`src/rtl/pxu_pkg.sv`:
```
package pxu_pkg;
  typedef enum logic [1:0] {
    FC_RANGE   = 2'd0,
    FC_INVALID = 2'd1,
    FC_WPROT   = 2'd2
  } fault_cause_e;
endpackage

```
`src/rtl/pxu_table.sv`:
```
module pxu_table #(
  parameter int PAGE_W  = 6,
  parameter int FRAME_W = 6,
  localparam int NPAGES = 1 << PAGE_W
) (
  input  logic               clk_i,
  input  logic               rst_ni,
  input  logic               cfg_we_i,
  input  logic               cfg_len_sel_i,
  input  logic [PAGE_W-1:0]  cfg_idx_i,
  input  logic [FRAME_W-1:0] cfg_frame_i,
  input  logic               cfg_valid_i,
  input  logic               cfg_writable_i,
  input  logic [PAGE_W:0]    cfg_len_i,
  input  logic [PAGE_W-1:0]  rd_idx_i,
  output logic [FRAME_W-1:0] rd_frame_o,
  output logic               rd_valid_o,
  output logic               rd_writable_o,
  output logic [PAGE_W:0]    len_o
);
  logic [FRAME_W-1:0] frame_q [NPAGES];
  logic [NPAGES-1:0]  valid_q;
  logic [NPAGES-1:0]  wr_ok_q;
  logic [PAGE_W:0]    len_q;

  for (genvar g = 0; g < NPAGES; g++) begin : g_ent
    always_ff @(posedge clk_i or negedge rst_ni) begin
      if (!rst_ni) begin
        frame_q[g] <= '0;
        valid_q[g] <= 1'b0;
        wr_ok_q[g] <= 1'b0;
      end else if (cfg_we_i && !cfg_len_sel_i && cfg_idx_i == PAGE_W'(g)) begin
        frame_q[g] <= cfg_frame_i;
        valid_q[g] <= cfg_valid_i;
        wr_ok_q[g] <= cfg_writable_i;
      end
    end
  end

  always_ff @(posedge clk_i or negedge rst_ni) begin
    if (!rst_ni)                        len_q <= '0;
    else if (cfg_we_i && cfg_len_sel_i) len_q <= cfg_len_i;
  end

  assign rd_frame_o    = frame_q[rd_idx_i];
  assign rd_valid_o    = valid_q[rd_idx_i];
  assign rd_writable_o = wr_ok_q[rd_idx_i];
  assign len_o         = len_q;

  p_entry_load_r10: assert property (@(posedge clk_i) disable iff (!rst_ni)
    (cfg_we_i && !cfg_len_sel_i) |=>
      (frame_q[$past(cfg_idx_i)] == $past(cfg_frame_i) &&
       valid_q[$past(cfg_idx_i)] == $past(cfg_valid_i)));

  p_len_load_r11: assert property (@(posedge clk_i) disable iff (!rst_ni)
    (cfg_we_i && cfg_len_sel_i) |=> (len_o == $past(cfg_len_i)));
endmodule

```
`src/rtl/pxu_check.sv`:
```
module pxu_check
  import pxu_pkg::*;
#(
  parameter int PAGE_W = 6
) (
  input  logic              write_i,
  input  logic [PAGE_W-1:0] page_i,
  input  logic [PAGE_W:0]   len_i,
  input  logic              ent_valid_i,
  input  logic              ent_writable_i,
  output logic              fault_o,
  output fault_cause_e      cause_o
);
  logic out_of_range;
  assign out_of_range = ({1'b0, page_i} >= len_i);

  // priority: range, then invalid, then write protect
  always_comb begin
    fault_o = 1'b1;
    cause_o = FC_RANGE;
    if (out_of_range)                   cause_o = FC_RANGE;
    else if (!ent_valid_i)              cause_o = FC_INVALID;
    else if (write_i && !ent_writable_i) cause_o = FC_WPROT;
    else                                fault_o = 1'b0;
  end
endmodule

```
`src/rtl/pxu_resp.sv`:
```
module pxu_resp
  import pxu_pkg::*;
#(
  parameter int OFF_W   = 10,
  parameter int FRAME_W = 6,
  localparam int PA_W   = FRAME_W + OFF_W
) (
  input  logic               clk_i,
  input  logic               rst_ni,
  input  logic               req_valid_i,
  input  logic [OFF_W-1:0]   off_i,
  input  logic [FRAME_W-1:0] frame_i,
  input  logic               fault_i,
  input  fault_cause_e       cause_i,
  output logic               resp_valid_o,
  output logic [PA_W-1:0]    resp_paddr_o,
  output logic               fault_valid_o,
  output logic [1:0]         fault_cause_o
);
  always_ff @(posedge clk_i or negedge rst_ni) begin
    if (!rst_ni) begin
      resp_valid_o  <= 1'b0;
      fault_valid_o <= 1'b0;
      resp_paddr_o  <= '0;
      fault_cause_o <= '0;
    end else begin
      resp_valid_o  <= req_valid_i && !fault_i;
      fault_valid_o <= req_valid_i && fault_i;
      if (req_valid_i) begin
        resp_paddr_o  <= fault_i ? '0 : {frame_i, off_i};
        fault_cause_o <= fault_i ? cause_i : FC_RANGE;
      end
    end
  end

  p_excl_r9: assert property (@(posedge clk_i) disable iff (!rst_ni)
    !(resp_valid_o && fault_valid_o));

  p_fault_after_req_r9: assert property (@(posedge clk_i) disable iff (!rst_ni)
    fault_valid_o |-> $past(req_valid_i));

  p_strobe_after_req_r4: assert property (@(posedge clk_i) disable iff (!rst_ni)
    resp_valid_o |-> $past(req_valid_i));

  p_offset_pass_r2: assert property (@(posedge clk_i) disable iff (!rst_ni)
    resp_valid_o |-> (resp_paddr_o[OFF_W-1:0] == $past(off_i)));

  p_cause_legal_r8: assert property (@(posedge clk_i) disable iff (!rst_ni)
    fault_valid_o |-> (fault_cause_o != 2'd3));
endmodule

```
`src/rtl/page_xlate_unit.sv`:
```
module page_xlate_unit
  import pxu_pkg::*;
#(
  parameter int VA_W    = 16,
  parameter int OFF_W   = 10,
  parameter int FRAME_W = 6,
  localparam int PAGE_W = VA_W - OFF_W,
  localparam int PA_W   = FRAME_W + OFF_W
) (
  input  logic               clk_i,
  input  logic               rst_ni,
  input  logic               req_valid_i,
  input  logic [VA_W-1:0]    req_addr_i,
  input  logic               req_write_i,
  output logic               resp_valid_o,
  output logic [PA_W-1:0]    resp_paddr_o,
  output logic               fault_valid_o,
  output logic [1:0]         fault_cause_o,
  input  logic               cfg_we_i,
  input  logic               cfg_len_sel_i,
  input  logic [PAGE_W-1:0]  cfg_idx_i,
  input  logic [FRAME_W-1:0] cfg_frame_i,
  input  logic               cfg_valid_i,
  input  logic               cfg_writable_i,
  input  logic [PAGE_W:0]    cfg_len_i
);
  logic [PAGE_W-1:0]  page;
  logic [OFF_W-1:0]   off;
  logic [FRAME_W-1:0] ent_frame;
  logic               ent_valid, ent_wr_ok, fault;
  logic [PAGE_W:0]    len;
  fault_cause_e       cause;

  assign page = req_addr_i[VA_W-1:OFF_W];
  assign off  = req_addr_i[OFF_W-1:0];

  pxu_table #(.PAGE_W(PAGE_W), .FRAME_W(FRAME_W)) i_table (
    .clk_i, .rst_ni, .cfg_we_i, .cfg_len_sel_i, .cfg_idx_i, .cfg_frame_i,
    .cfg_valid_i, .cfg_writable_i, .cfg_len_i,
    .rd_idx_i(page), .rd_frame_o(ent_frame), .rd_valid_o(ent_valid),
    .rd_writable_o(ent_wr_ok), .len_o(len)
  );

  pxu_check #(.PAGE_W(PAGE_W)) i_check (
    .write_i(req_write_i), .page_i(page), .len_i(len),
    .ent_valid_i(ent_valid), .ent_writable_i(ent_wr_ok),
    .fault_o(fault), .cause_o(cause)
  );

  pxu_resp #(.OFF_W(OFF_W), .FRAME_W(FRAME_W)) i_resp (
    .clk_i, .rst_ni, .req_valid_i, .off_i(off), .frame_i(ent_frame),
    .fault_i(fault), .cause_i(cause),
    .resp_valid_o, .resp_paddr_o, .fault_valid_o, .fault_cause_o
  );

  p_range_r5: assert property (@(posedge clk_i) disable iff (!rst_ni)
    (req_valid_i && ({1'b0, page} >= len)) |=>
      (fault_valid_o && fault_cause_o == FC_RANGE));

  p_wprot_r7: assert property (@(posedge clk_i) disable iff (!rst_ni)
    (req_valid_i && req_write_i && ({1'b0, page} < len) && ent_valid && !ent_wr_ok) |=>
      (fault_valid_o && fault_cause_o == FC_WPROT));

  p_frame_r3: assert property (@(posedge clk_i) disable iff (!rst_ni)
    (req_valid_i && ({1'b0, page} < len) && ent_valid && (!req_write_i || ent_wr_ok)) |=>
      (resp_valid_o && resp_paddr_o[PA_W-1:OFF_W] == $past(ent_frame)));
endmodule

```
`config.mk`:
```
export PLATFORM = sky130hd
export DESIGN_NAME = page_xlate_unit
export DESIGN_NICKNAME = d
export VERILOG_FILES = /design/src/rtl/pxu_pkg.sv /design/src/rtl/pxu_table.sv /design/src/rtl/pxu_check.sv /design/src/rtl/pxu_resp.sv /design/src/rtl/page_xlate_unit.sv
export SDC_FILE = /design/constraint.sdc
export NUM_CORES = 1
export LEC_CHECK = 0
export BUFFER_PORTS_ARGS = -buffer_cell sky130_fd_sc_hd__buf_2
export CAP_MARGIN = 5
export CORE_MARGIN = 4
export CORE_UTILIZATION = 48
export CTS_CLUSTER_SIZE = 28
export DETAILED_ROUTE_END_ITERATION = 7
export GPL_ROUTABILITY_DRIVEN = 0
export PLACE_DENSITY_LB_ADDON = 0.05
export SYNTH_ARGS = -nofsm -noshare
export SYNTH_HDL_FRONTEND = slang
export SYNTH_SLANG_ARGS = --single-unit
```
`constraint.sdc`:
```
create_clock -name clk_i -period 2.35 [get_ports clk_i]
set_input_delay 0.47 -clock clk_i [delete_from_list [all_inputs] [get_ports clk_i]]
set_output_delay 0.47 -clock clk_i [all_outputs]
set_load 0.01 [all_outputs]
```
# After elaboration in Yosys (flattened, before gate mapping)
# Index checks and enable logic that the tools add are counted.
# op_classes
n_lt_le_gt_ge	3
n_eq_ne	63
n_mux	15
bitwise	1
reduce_logical	73
# ops
op	count
equality test 6 bit, second input constant	32
equality test 6 x 5 -> 1 bit, second input constant	16
logical AND 1 bit	69
equality test 6 x 4 -> 1 bit, second input constant	8
binary-select mux 6 bit (select 6 bit)	1
equality test 6 x 3 -> 1 bit, second input constant	4
two-way mux 16 bit	1
binary-select mux 1 bit (select 6 bit)	2
equality test 6 x 2 -> 1 bit, second input constant	2
two-way mux 6 bit	2
two-way mux 2 bit	4
greater-or-equal comparator 6 x 7 -> 1 bit	1
greater-or-equal comparator 7 bit, second input constant	1
< comparator 6 x 7 -> 1 bit, second input constant	1
inverter 6 -> 7 bit	1
equality test 6 x 1 -> 1 bit, second input constant	1
zero test 6 bit	1
two-way mux 1 bit	5
zero test 1 bit	3
# totals
ff_bits	539
out_inout_bits	20
elab_cells	352

# Logic depth before layout (Yosys ltp)
# Gate-level depths: netlist of run 1.
# logic_depth
depth_word	9
depth_mapped	11

# Cells and area by module
# Synthesis of run 1 repeated with hierarchy kept, for this count alone.
# unflattened
hier_cells	1622
area_unflattened_um2	24694.9
# modules_own_cells
mod	instances	cells_each	area_per_inst_um2
pxu_table	1	1521	23697.7
pxu_resp	1	75	807.0
pxu_check	1	26	190.2

# Worst setup path before layout of run 1
# OpenSTA, ideal clock, no wires.
# synth_timing
kind	input -> register
start	input req_addr_i[10]
end	register i_resp.resp_paddr_o[2]
setup_time_ns	0.101
arrival_ns	2.316
required_ns	2.249
path_slack_ns	-0.067
stages	11
path_buffers	3
path_cell_list	buf_4 > buf_2 > inv_1 > ha_1 > nand2b_1 > a21o_1 > a21oi_1 > o21a_1 > o211ai_1 > buf_2 > o32ai_1
# synth_via
elab_chain_len	8
elab_cells_between_ends	11
# synth_lines
element	line	source
start, declared	page_xlate_unit.sv:13	input logic [VA_W-1:0] req_addr_i,
binary-select mux 1 bit (select 6 bit)	pxu_table.sv:47	assign rd_writable_o = wr_ok_q[rd_idx_i];
two-way mux 1 bit (implied by the code)	pxu_table.sv:47	
zero test 1 bit	pxu_check.sv:23	else if (write_i && !ent_writable_i) cause_o = FC_WPROT;
logical AND 1 bit	pxu_check.sv:23	
two-way mux 1 bit	pxu_check.sv:23	
two-way mux 1 bit	pxu_check.sv:22	else if (!ent_valid_i) cause_o = FC_INVALID;
two-way mux 1 bit *	pxu_check.sv:21	if (out_of_range) cause_o = FC_RANGE;
two-way mux 16 bit *	pxu_resp.sv:30	resp_paddr_o <= fault_i ? '0 : {frame_i, off_i};
end signal, assigned	pxu_resp.sv:30	
end, declared	pxu_resp.sv:16	output logic [PA_W-1:0] resp_paddr_o,
# Every way passes the cells marked *; elsewhere a longest branch is shown, timed or not. The select of a mux whose other input is x is not followed.
# A chain may end at the register's enable or synchronous reset.

# Final worst setup path of run 1
# layout_timing
start	input req_addr_i[10]
end	register i_resp.resp_paddr_o[11]
# layout_via
elab_chain_len	8
elab_cells_between_ends	15
# layout_lines
element	line
binary-select mux 1 bit (select 6 bit)	pxu_table.sv:47
two-way mux 1 bit (implied by the code)	pxu_table.sv:47
zero test 1 bit	pxu_check.sv:23
logical AND 1 bit	pxu_check.sv:23
two-way mux 1 bit	pxu_check.sv:23
two-way mux 1 bit	pxu_check.sv:22
two-way mux 1 bit	pxu_check.sv:21
two-way mux 16 bit *	pxu_resp.sv:30
# Marks and branches as above.

==> results of run 1 <==
-- layer usage --
layer	routed length [µm]	vias to the layer above	global-route usage [%]
li1	-	6184	-
met1	29500	7884	35.1
met2	29500	297	37.1
met3	3460	82	5.16
met4	1350	2	5.48
met5	12	-	0
-- cell type report --
cell class              instances  area (µm²)
multi-input cells             888       10500
fillers                      4056       21600
well taps                     672         841
repair buffers                214        1860
diodes                          3        7.51
inverters                      21        78.8
flip-flops and latches        539       13500
clock inverters                10         100
clock buffers                  95        1830
-- registers in the layout, indices dropped and copies added (netlist names) --
signal	count
i_resp.resp_valid_o	1
i_resp.fault_valid_o	1
i_table.valid_q	64
i_table.wr_ok_q	64
i_resp.resp_paddr_o	16
i_table.frame_q	384
i_table.len_o	7
i_resp.fault_cause_o	2
-- kinds of logic after synthesis --
group,after synthesis,synth area share [%]
muxes,681,38.0
adders and majority gates,6,0.306
buffers and inverters,133,2.39
and+or+nand+nor,140,2.48
AOI/OAI and AO/OA,61,1.88
DFF,539,54.9
-- power by group --
part           total, mW  leakage, nW  internal (mW)  switching, mW
Sequential          10.4         7.32           10.0          0.383
Clock               9.21        0.960           5.50           3.71
Combinational       2.39         5.43           1.30           1.10
-- layout by cell type, fill, tap and decap left out, types with 7 or more instances in the layout --
cell type and count:
nand2_1 65, nor2_1 33, nor3_1 9, a21oi_1 11
buf_2 58, mux2i_1 10, buf_4 121, o32ai_1 9
buf_12 30, nand3_1 8, clkbuf_16 61, mux2_2 518
dfrtp_1 539, nand2b_1 7, clkbuf_1 16, a22oi_1 12
mux4_2 150, clkinv_2 8, inv_1 20, clkbuf_8 18
-- through the flow --
stage,total power [mW],hold WS (ns),setup slack [ns],std cells
floorplan,12.0,0.174,-0.00227,1560
global placement,12.9,0.411,-0.590,2333
detailed placement,13.0,0.412,-0.597,2333
CTS,22.2,0.0671,0.0322,2439
global route,22.9,0.0633,-0.00113,2439
finish,22.0,0.0962,0.0806,2442
-- critical path, cell delays in order --
cell and delay [ns]:
buf_8 0.26, buf_12 0.22, mux4_2 0.52, mux4_2 0.56, a22oi_1 0.22, buf_4 0.16, a21oi_1 0.06, a32o_1 0.27
-- worst min path at each step --
stage,start,end,slack (ns),depth (start not counted)
finish,cfg_len_i[1],i_table.len_o[1],0.1,2
floorplan,rst_ni,i_resp.fault_cause_o[0],0.17,0
global route,cfg_len_i[3],i_table.len_o[3],0.06,2
detailed placement,rst_ni,i_table.frame_q[298],0.41,1
CTS,cfg_len_i[3],i_table.len_o[3],0.07,2
global placement,rst_ni,i_table.frame_q[220],0.41,1
-- repair_timing --
item,4_1_cts,5_1_grt
endpoints found under the setup margin,3,17
gates resized for setup,1,8
hold buffers,1,0
endpoints found under the hold margin,24,0
pin swaps,0,2
==> key figures, run 1 <==
Clocking
  – CTS tree: yes
  – Root Buffer: clkbuf_16
  – Max clock buf depth: 3
  – TritonCTS buffer count: 58
  – Post-CTS setup buffers: 0
  – Htree depth: 2
  – Clk_lat worst skew: 0.62 ns
  – Clk sink count: 539
  – Worst-path clk slew: 0.06 ns

GRT
  – Gr usage total: a little under a quarter
  – Initial antenna violation count: 4
  – First-pass GRT wire length: 97.9 mm
  – Vias in the first global route: 15,152
  – GRT overflow: 0
  – Largest net degree at the start of global routing: 83

Timing
  – Final hold vios: 0
  – Min cycle time layout: 2.27 ns
  – Setup_tns: 0 ns
  – Slew Limit Headroom: between 20% and 30%
  – Worst slew pin tran: around 1.1 ns
  – Clock Skew: roughly 0.010 ns
  – Max frequency: between 400 and 500 MHz
  – Final setup fails: 0
  – Tcrit/Tclk final: 96.6%
  – Max Slew Vio Count: 0

Logic synthesis
  – Post-synth EDFFs: 0
  – Synth area leaders: dfrtp_1 (55%), mux2_2 (24%), mux4_2 (14%)
  – Post-synth top area share: a little over half
  – Synthesized area per cell: 15.7 µm²
  – Seq cells post-synth: 539
  – Sequential area share after synthesis: between 50% and 60%
  – Async SR Flop Fraction: 100%
  – Mapped Area: 24,600 µm²
  – Netlist cell types: 43
  – Cells after Synth: 1,560
  – Post-synthesis net count: between 1,500 and 2,000
  – Ys Warns: 0
  – Top post-synthesis cells by count: dfrtp_1 (539), mux2_2 (518), mux4_2 (150)
  – Top_reg_cell synth: dfrtp_1
  – Cell taking the most area after synthesis: dfrtp_1
  – Most common cell in the synthesized netlist: dfrtp_1

Setup path
  – Crit Path Category: in2reg
  – Crit path from: req_addr_i[10]
  – Startpoint types: input port
  – Nature of the critical path endpoint: register
  – Reg2Reg Depth: 6
  – R2R Setup Slk: 0.09 ns
  – CP Max Fanout: 18
  – Critical Path AT: 2.77 ns
  – Critical Path End: i_resp.resp_paddr_o[11]
  – R2r endpoint: i_resp.resp_paddr_o[13]
  – CP required: approximately 2.9 ns
  – Worst R2R Start: i_table.frame_q[3]

Placement
  – DP Wirelength: 42.3 mm
  – I/O Buffers: between 60 and 70
  – Placed instance area: 26,700 µm²

Drt
  – Pre-antenna DRT Iters: 5
  – Drt wl/cell: roughly 26 µm
  – Drt total wl: 63.8 mm
  – Antenna Nets Post-Route: 0
  – Vias: 14,449
  – Vias/cell: 5.92
  – DRC viols: 0
  – DR iter-0 viols: between 900 and 1,000

Die
  – DIE AREA: 54,900 µm²
  – Core area: 50,400 µm²
  – Die span in x: 234 µm
  – Rows: between 80 and 90
  – I/O Pins: 63
  – Chip height: roughly 230 µm
  – Initial Util: 48.8%

Power
  – PwrDens: 766 nW/µm²
  – VDD IR-drop max: 0.541 mV
  – Leak Pwr: 13.7 nW

Finish
  – Layout cells sized above 1: 55.5%
  – # nets final: 1,771
  – Final core occ: 57.1%
  – Final Cell Area: 28,700 µm²
  – P&R area growth vs syn: 17.0%

Hold path
  – Worst min path class: in2reg

Flow run
  – Max cap viols: 0

Status
  – Outcome: complete, no violations
Power figures use the tool's default switching activity.
==> run 2: changes to the inputs <==
Settings changed: CORE_ASPECT_RATIO set to 0.7.
==> key figures, run 2 (same netlist as run 1, synthesis figures left out) <==
Setup path
  – CP required: 2.88 ns (+0.03 ns)
  – Crit Path Category: in2reg
  – Startpoint types: input port
  – Buf/Inv on CP: 4 (+1)
  – Critical Path AT: 2.86 ns (+0.09 ns)
  – CP Max Fanout: 10 (-8)
  – Crit path cell chain: clkbuf_8 -> buf_12 -> buf_12 -> mux4_2 -> mux2i_1 -> o211ai_1 -> a211o_1 -> o211a_2 -> a21oi_1 -> buf_4
  – CP most frequent cell: buf_12
  – Critical path's top delay family: compound AO/OA/AOI/OAI gates
  – Slowest stage delay, CP: 0.58 ns (+0.02 ns)
  – Worst path slowest cell: mux4_2
  – Nature of the critical path endpoint: register

Timing
  – Clock Skew: 0.0200 ns (+0.00962 ns)
  – Final worst slack: 0.0151 ns (-0.0655 ns)
  – Min cycle time layout: 2.33 ns (+0.0655 ns)
  – Final setup fails: 0 (unchanged)
  – Slew Limit Headroom: 22.4% (-2.0 points)
  – Final hold vios: 0 (unchanged)
  – Max Slew Vio Count: 0 (unchanged)
  – Worst slew pin tran: 1.16 ns (+0.0206 ns)
  – Max frequency: 428 MHz (-2.8%)
  – Tcrit/Tclk final: 99.4% (+2.8 points)
  – Setup_tns: 0 ns (unchanged)

Drt
  – Drt total wl: 64.4 mm (+0.86%)
  – Met2 routed WL: 26.3 mm (-11%)
  – Antenna Nets Post-Route: 0 (unchanged)
  – Vias: 14,477 (+0.19%)
  – DR iter-0 viols: 1,072 (+9.5%)
  – Drt wl/cell: 26.5 µm (+1.4%)
  – Highest metal used: met4
  – Pre-antenna DRT Iters: 7 (+2)
  – DRC viols: 0 (unchanged)
  – Wl on met1: 32.5 mm (+10%)
  – Met3 wire len: 4.56 mm (+32%)
  – Vias/cell: 5.96 (+0.69%)

Finish
  – Largest regs: i_table.frame_q: 384 flops, i_table.valid_q: 64 flops, i_table.wr_ok_q: 64 flops
  – Layout cells sized above 1: 55.3% (-0.13 points)
  – Max reg flops: 384 (unchanged)
  – Final core occ: 56.2% (-0.82 points)
  – Biggest register: i_table.frame_q
  – Final Cell Area: 28,500 µm² (-0.85%)
  – P&R area growth vs syn: 16.0%
  – Final std cells w/o fill: 2,430 (-0.49%)
  – Area occupied by multi-input gates: 10,500 µm² (-0.24%)
  – Sequential Area: 13,500 µm² (unchanged)
  – # nets final: 1,766 (-0.28%)
  – Commonest cells after routing, fill and taps aside: dfrtp_1 (539), mux2_2 (518), mux4_2 (150), buf_4 (125), nand2_1 (65)
  – Most common cell after layout, fill and taps aside: dfrtp_1
  – Fillcell total: 4,039 (-0.42%)

Die
  – Initial Util: 48.5% (-0.29 points)
  – Core area: 50,700 µm² (+0.60%)
  – Rows: 69 (-16%)
  – Chip height: 197 µm (-16%)
  – DIE AREA: 54,900 µm² (+0.11%)
  – I/O Pins: 63 (unchanged)
  – Die span in x: 278 µm (+19%)

Placement
  – I/O Buffers: 62 (unchanged)
  – Placed instance area: 26,700 µm² (-0.16%)
  – DP Wirelength: 44.6 mm (+5.4%)
  – Pre-CTS setup slack: -0.830 ns (-0.233 ns)
  – DP Cell Count: 2,334 (+0.043%)

GRT
  – First-pass GRT wire length: 98.0 mm (+0.13%)
  – Vias in the first global route: 14,729 (-2.8%)
  – Initial antenna violation count: 1 (-3)
  – Largest net degree at the start of global routing: 84 (+1.2%)
  – Gr usage total: 23.8% (-0.14 points)
  – GRT overflow: 0 (unchanged)

Power
  – Leak Pwr: 13.6 nW (-0.68%)
  – PwrDens: 756 nW/µm² (-1.4%)
  – VDD IR-drop max: 0.565 mV (+4.4%)

Flow run
  – Max cap viols: 0 (unchanged)

Clocking
  – Clk_lat worst skew: 0.60 ns (-0.02 ns)
  – CTS tree: yes
  – TritonCTS buffer count: 53 (-8.6%)
  – Root Buffer: clkbuf_16
  – Clk sink count: 539 (unchanged)
  – Max clock buf depth: 3 (unchanged)
  – Htree depth: 2 (unchanged)
  – Worst-path clk slew: 0.06 ns (about the same)

Status
  – Outcome: complete, no violations

Hold path
  – Worst min path class: in2reg
[run 2: cell types whose count changed in the layout (fill, tap and decap cells not counted), sizes merged]
cell / before / now
bufinv: 2 / 3
clkinv: 9 / 7
clkbuf: 95 / 84
inv: 20 / 21
diode: 3 / 1
buf: 213 / 212
[run 2: layer usage]
layer	vias to the layer above	GRT usage, %
met3	77	5.20
li1	6169	-
met1	7874	39.5
met4	0	4.65
met2	357	32.2
met5	-	0
[run 2: worst reg2reg max path, cell delays in order (launching register included)]
cell     delay [ns]
dfrtp_1        0.38
mux4_2         0.54
mux4_2         0.52
a22oi_1        0.38
a21oi_1        0.11
a32o_1         0.27
[run 2: through the flow]
| step | power, mW | hold WS, ns |
|---|---|---|
| 2_1_floorplan | 12.0 | 0.174 |
| 3_3_place_gp | 13.0 | 0.445 |
| 3_5_place_dp | 13.1 | 0.441 |
| 4_1_cts | 21.8 | 0.0845 |
| 5_1_grt | 22.4 | 0.102 |
| 6_report | 21.5 | 0.117 |
[run 2: area by class of cell]
class	instances	share of cell area, %
antenna	1	0.00878
clock buffer	83	5.72
clock inverter	10	0.452
inverter	21	0.277
multi-input combinational	888	36.9
sequential	539	47.3
tap	674	2.96
timing repair buffer	214	6.38
[run 2: path summary, 6_finish.rpt]
kind / startpoint / end / slack [ns] / cells past startpoint
worst max-delay path: req_addr_i[10] / i_resp.fault_valid_o / 0.02 / 10
worst min-delay path: cfg_len_i[3] / i_table.len_o[3] / 0.12 / 2
worst max register to register: i_table.frame_q[49] / i_resp.resp_paddr_o[11] / 0.02 / 5
worst min register to register: i_table.wr_ok_q[23] / i_table.wr_ok_q[23] / 0.48 / 1
max in group asynchronous: rst_ni / i_table.wr_ok_q[19] / 1.06 / 3
min in group asynchronous: rst_ni / i_table.frame_q[180] / 0.38 / 2
[run 2: repair_timing]
item | CTS | global route
hold endpoints to repair | 34 | 0
hold buffers | 1 | 0
pin swaps | 0 | 3
buffers inserted | 0 | 1
setup endpoints to repair | 20 | 19
gates resized for setup | 3 | 3
[run 2: power breakdown]
group          leakage, nW  internal (mW)  switching [mW]
logic                 5.43           1.31            1.18
clock network        0.871           5.06            3.56
registers             7.32           10.0           0.382
